[config.mk]
export PLATFORM = sky130hd
export DESIGN_NAME = shift_rotate_unit
export DESIGN_NICKNAME = d
export VERILOG_FILES = /design/src/rtl/sru_pkg.sv /design/src/rtl/sru_reverse.sv /design/src/rtl/sru_barrel_right.sv /design/src/rtl/shift_rotate_unit.sv
export SDC_FILE = /design/constraint.sdc
export NUM_CORES = 1
export LEC_CHECK = 0
export ABC_AREA = 1
export CORE_ASPECT_RATIO = 1.25
export CORE_MARGIN = 5
export CORE_UTILIZATION = 40
export CTS_BUF_LIST = sky130_fd_sc_hd__clkbuf_8
export CTS_CLUSTER_SIZE = 16
export DETAILED_ROUTE_END_ITERATION = 10
export HOLD_SLACK_MARGIN = 0.05
export PLACE_DENSITY = 0.68
export SLEW_MARGIN = 15
export SYNTH_ARGS = -nofsm -noshare
export SYNTH_HDL_FRONTEND = slang
export SYNTH_HIERARCHICAL = 1
export SYNTH_SLANG_ARGS = --single-unit
[constraint.sdc]
create_clock -name clk -period 2.9 [get_ports clk]
set_input_delay 0.58 -clock clk [delete_from_list [all_inputs] [get_ports clk]]
set_output_delay 0.58 -clock clk [all_outputs]
set_load 0.005 [all_outputs]
[src/rtl/sru_pkg.sv]
package sru_pkg;

  typedef enum logic [2:0] {
    OP_SHL_LOG = 3'b000,
    OP_SHR_LOG = 3'b001,
    OP_SHL_ARI = 3'b010,
    OP_SHR_ARI = 3'b011,
    OP_ROT_L   = 3'b100,
    OP_ROT_R   = 3'b101,
    OP_PASS_A  = 3'b110,
    OP_PASS_B  = 3'b111
  } sru_op_e;

  typedef struct packed {
    logic to_left;
    logic rotate;
    logic arith;
    logic bypass;
  } sru_ctrl_t;

  function automatic sru_ctrl_t sru_decode(input logic [2:0] code);
    sru_ctrl_t c;
    c = '0;
    case (sru_op_e'(code))
      OP_SHL_LOG: c.to_left = 1'b1;
      OP_SHR_LOG: c.to_left = 1'b0;
      OP_SHL_ARI: begin c.to_left = 1'b1; c.arith  = 1'b1; end
      OP_SHR_ARI: c.arith = 1'b1;
      OP_ROT_L:   begin c.to_left = 1'b1; c.rotate = 1'b1; end
      OP_ROT_R:   c.rotate = 1'b1;
      default:    c.bypass = 1'b1;
    endcase
    return c;
  endfunction

endpackage

[src/rtl/sru_reverse.sv]
module sru_reverse #(
  parameter int W = 8
) (
  input  logic         en,
  input  logic [W-1:0] din,
  output logic [W-1:0] dout
);
  logic [W-1:0] flipped;

  for (genvar i = 0; i < W; i++) begin : g_flip
    assign flipped[i] = din[W-1-i];
  end

  assign dout = en ? flipped : din;
endmodule

[src/rtl/sru_barrel_right.sv]
module sru_barrel_right #(
  parameter int W  = 8,
  parameter int AW = $clog2(W)
) (
  input  logic [W-1:0]  din,
  input  logic [AW-1:0] amt,
  input  logic          rotate,
  input  logic          fill,
  output logic [W-1:0]  dout
);
  logic [W-1:0] stg [AW+1];

  assign stg[0] = din;

  for (genvar k = 0; k < AW; k++) begin : g_stage
    localparam int S = 1 << k;
    logic [W-1:0] moved;
    assign moved    = rotate ? {stg[k][S-1:0], stg[k][W-1:S]}
                             : {{S{fill}}, stg[k][W-1:S]};
    assign stg[k+1] = amt[k] ? moved : stg[k];
  end

  assign dout = stg[AW];
endmodule

[src/rtl/shift_rotate_unit.sv]
module shift_rotate_unit #(
  parameter int W  = 8,
  parameter int AW = $clog2(W)
) (
  input  logic          clk,
  input  logic          rst,
  input  logic          in_valid,
  input  logic [2:0]    op_code,
  input  logic [AW-1:0] shamt,
  input  logic [W-1:0]  din,
  output logic          out_valid,
  output logic [W-1:0]  dout
);
  import sru_pkg::*;

  sru_ctrl_t     ctrl;
  logic [AW-1:0] eff_amt;
  logic [W-1:0]  pre;
  logic [W-1:0]  moved;
  logic [W-1:0]  post;
  logic          fill_bit;

  assign ctrl    = sru_decode(op_code);
  assign eff_amt = ctrl.bypass ? '0 : shamt;

  // Left modes run through the right-going barrel on a mirrored word.
  sru_reverse #(.W(W)) u_rev_in (
    .en(ctrl.to_left), .din(din), .dout(pre)
  );

  // The mirrored MSB is the original LSB, which covers the arithmetic left fill.
  assign fill_bit = ctrl.arith & pre[W-1];

  sru_barrel_right #(.W(W), .AW(AW)) u_barrel (
    .din(pre), .amt(eff_amt), .rotate(ctrl.rotate),
    .fill(fill_bit), .dout(moved)
  );

  sru_reverse #(.W(W)) u_rev_out (
    .en(ctrl.to_left), .din(moved), .dout(post)
  );

  always_ff @(posedge clk) begin
    if (rst) begin
      out_valid <= 1'b0;
      dout      <= '0;
    end else begin
      out_valid <= in_valid;
      if (in_valid) dout <= post;
    end
  end
endmodule

==> results.md, run 1 <==
- TritonCTS built the clock tree.
- The number of nets in the layout is between 200 and 250.
- The cell depth of the worst min-delay path is 2.
- The first routing iteration left 24 violations.
- The floorplan step defined a die boundary enclosing about 0.0036 mm2.
- The transition time of the tightest slew-check pin is approximately 0.58 ns.
- For the final routed database, the setup TNS stands at 0 ns.
- Across every metal layer, demand over resource in global routing totals 0.143.
- The maximum clock path buffer count is 2.
- The wire length per cell is around 8.9 um.
- For this configuration, the core starts out at a cell density of 0.412.
- The run finished with clean final reports.
- After clock tree synthesis, the flow added hold-fix buffers numbering 0.
- The post-detailed-routing wire length is between 2000 and 2500 um.
- Entering global routing, the biggest net connects 18 pins.
- The share of the Yosys chip area taken by registers is 0.180.
- The overall power is ~0.48 mW.
- At the worst endpoint, the required time is around 3.1 ns.
- The antenna cell count is 0.
- Counting distinct cell types in the post-synthesis netlist gives 14.
- The cell type contributing the most total cell area after synthesis is sky130_fd_sc_hd__nand2_1.
- The final route contains about 1200 vias.
- The layout-stage area growth over the synthesis result is 32.9%.
- The post-cts resize count is 0.
- In this run the remaining antenna-violating nets after routing total 0.
- The latest clock arrival within the worst-skew pair is around 0.23 ns.
- Using the TritonRoute via totals, the vias-per-cell ratio works out to 4.61.
- The final count of pins violating max slew is 0.
- Clock-pin slew was measured on the worst setup and hold paths at approximately 0.04 ns.
- The slowest library cell on the worst path is sky130_fd_sc_hd__clkdlybuf4s50_1.
- The number of antenna violations at the first check in global routing is 0.
- The number of buffers created by CTS is 3.
- The power spent charging and discharging nets is approximately 0.16 mW.
- After legalization and detailed placement, the total HPWL measured around 2000 um.
- Synthesis inferred 9 register bits.
- The most common library cell in the layout ignoring fill and taps is sky130_fd_sc_hd__nand2_1.
- Once layout is done, the placed cells without fillers occupy 0.00133 mm2.
- Of the total power, combinational logic draws 0.423.
- Cell internal power was estimated by the tool at between 0.3 and 0.4 mW.
- The via count of the first global-routing pass was slightly above 1000.
- The core region is 0.00243 mm2.
- After clock tree synthesis, the setup repair step added 0 buffers.
- Fill cells in the final layout number 280.
- The final-report hold violation count is 0.
- The number of ports placed on the die boundary is 26.
- The remaining max-slew budget at the tightest pin is 0.613.
- The number of remaining DRC errors is 0.
- Of the total power, the share spent switching nets is 0.337.
- By area the synthesized netlist is led by sky130_fd_sc_hd__nand2_1 (41%), sky130_fd_sc_hd__dfxtp_1 (18%), sky130_fd_sc_hd__nand3_1 (12%).
- The average instance area after synthesis is ~5 um2.
- The buffers plus inverters on the worst setup path is 3.
- The clock root buffer is sky130_fd_sc_hd__clkbuf_8.
- Once placement finished, the instance area stood at roughly 0.0013 mm2.
- The largest stage delay on the critical path is approximately 0.43 ns.
- Setup repair after global routing left no endpoint under its margin.
- The class of the worst hold path is flop to flop.
- Measured along the y axis, the die boundary spans ~66 um.
- In this run the worst path has a maximum fanout of 4.
- The kind of end point of the critical path is a flop.
- The signal on the critical path passes through clkdlybuf4s50_1, a21oi_1, nand2_1, nand2_1, nand2_1, nor2_1, inv_1, nor2_1, nor2_2, nand2_1, nand2_1, o21ai_0, nand2_1, nand2_1, inv_1, nand2_2, nand2_1, nor2_2.
- The clock network fraction of total power is 0.289.
- The number of nets in the synthesized netlist is 217.
- The number of clock sinks is 9.
- The final period demand of the worst path is approximately 2.5 ns.
- Dividing total power by cell area gives a power density of 363 mW/mm2.
- The kind of cell with the highest combined delay along the critical path is simple AND/OR/NAND/NOR gates.
- The netlist area before placement is 1000 um2.
- The leakage power is around 0.75 nW.
- For this run, the top clock speed supported by timing is ~0.4 GHz.
- The number of max-cap violations is 0.
- Setup violations remaining at the end of the flow were counted as 0.
- The worst clock skew is 0 ns.
- The cell depth of the worst flop-to-flop path is 2.
- The die boundary width is between 50 and 60 um.
- During synthesis, Yosys emitted a total of 6 warnings.
- The worst setup path is launched from an input port.
- The number of cells on the critical path is 18.
- The cell seen most often among critical-path stages is sky130_fd_sc_hd__nand2_1.
- The part of the power in registers is 0.288.
- In this run the number of H-tree levels came out at 1.
- Counting every instance in the synthesized netlist gives 200.
- The number of detailed-route iterations in the first pass is 4.
- The area share of the leading cell type in the synthesized netlist is 0.409.
- For the worst setup path, the data arrival time is roughly 2.6 ns.
- The number of rows created at floorplan is 20.
- Global routing finished with a remaining overflow of 0.
- In this run the tool buffered the top-level ports with 25 buffer cells.
- The setup path with the least slack is of type input port to flop.
- The share of layout cells above drive strength 1 is 0.0866.
- IR analysis of the VDD net gives a maximum drop of 0.194 mV.
- The global-route wire length before repair is 3970 um.
- The fraction of the cycle the final worst path needs is 0.853.
- In the layout the commonest cells are sky130_fd_sc_hd__nand2_1 (109), sky130_fd_sc_hd__clkdlybuf4s50_1 (25), sky130_fd_sc_hd__nand3_1 (23).
- At the end of routability-driven placement, the weighted congestion stood at approximately 0.84.
- The hold slack is about 0.47 ns.
==> final cells by class <==
type	instances	area, um2	share of cell area
Multi-Input combinational cell	162	662	0.498
Timing Repair Buffer	34	318	0.239
Tap cell	33	41.3	0.0311
Sequential cell	9	180	0.136
Inverter	22	82.6	0.0621
Clock buffer	3	41.3	0.0311
Clock inverter	1	3.75	0.00282
==> metal layers <==
layer / up-vias / share of wire / GRT usage
li1: 664 / - / -
met1: 521 / 0.38 / 0.148
met2: 29 / 0.55 / 0.274
met3: 3 / 0.059 / 0.0203
met4: 0 / 0.0090 / 0.0467
met5: - / 0 / 0
==> flip-flops by register name, summed over array words and instances (netlist names) <==
name / flops
dout: 8
out_valid: 1
==> power groups by stage <==
stage	clock network [mW]	logic [mW]	registers, mW
2_1_floorplan	0	0.136	0.142
3_3_place_gp	0	0.202	0.141
3_5_place_dp	0	0.205	0.141
4_1_cts	0.145	0.206	0.139
5_1_grt	0.151	0.235	0.140
6_report	0.139	0.204	0.139
==> worst reg2reg max path, stage by stage (launching register included) <==
cell	delay, ns
sky130_fd_sc_hd__dfxtp_1	0.31
sky130_fd_sc_hd__nor2_1	0.12
sky130_fd_sc_hd__nor2_2	0.06
==> logic make-up after synthesis <==
kind of cell	synth area share
flops	0.180
simple gates	0.625
buf+inv	0.158
compound gates	0.0375
==> synth_stat cells <==
cell type                  count
sky130_fd_sc_hd__inv_1        17
sky130_fd_sc_hd__nand2_1     109
sky130_fd_sc_hd__or2_1         1
sky130_fd_sc_hd__nand3_1      23
sky130_fd_sc_hd__nor2_1       20
sky130_fd_sc_hd__a21oi_1       1
sky130_fd_sc_hd__nor2_2        2
sky130_fd_sc_hd__nand2_2       1
sky130_fd_sc_hd__inv_2         5
sky130_fd_sc_hd__o21ai_0       2
sky130_fd_sc_hd__a21boi_0      3
sky130_fd_sc_hd__buf_4         1
sky130_fd_sc_hd__buf_6         6
sky130_fd_sc_hd__dfxtp_1       9
==> per-stage QoR <==
stage | std cells | setup slack (ns) | util
finish | 264 | 0.427 | 0.547
global route | 264 | 0.0815 | 0.547
CTS | 264 | 0.412 | 0.547
detailed placement | 260 | 0.172 | 0.529
global placement | 260 | 0.262 | 0.529
floorplan | 200 | 0.781 | -
==> final timing paths <==
check | startpoint | to | slack (ns)
worst min-delay path | dout[1]$_SDFFE_PP0P_ | dout[1]$_SDFFE_PP0P_ | 0.47
worst max register to register | dout[2]$_SDFFE_PP0P_ | dout[2]$_SDFFE_PP0P_ | 2.30
worst max-delay path | op_code[2] | dout[2]$_SDFFE_PP0P_ | 0.43
worst min register to register | dout[1]$_SDFFE_PP0P_ | dout[1]$_SDFFE_PP0P_ | 0.47
Power figures use the tool's default switching activity.
==> run 2, diff against run 1 <==
- TNS_END_PERCENT: unset -> 50
==> results of run 2 <==
No change in the layout: final DEF, timing and power equal those of run 1.
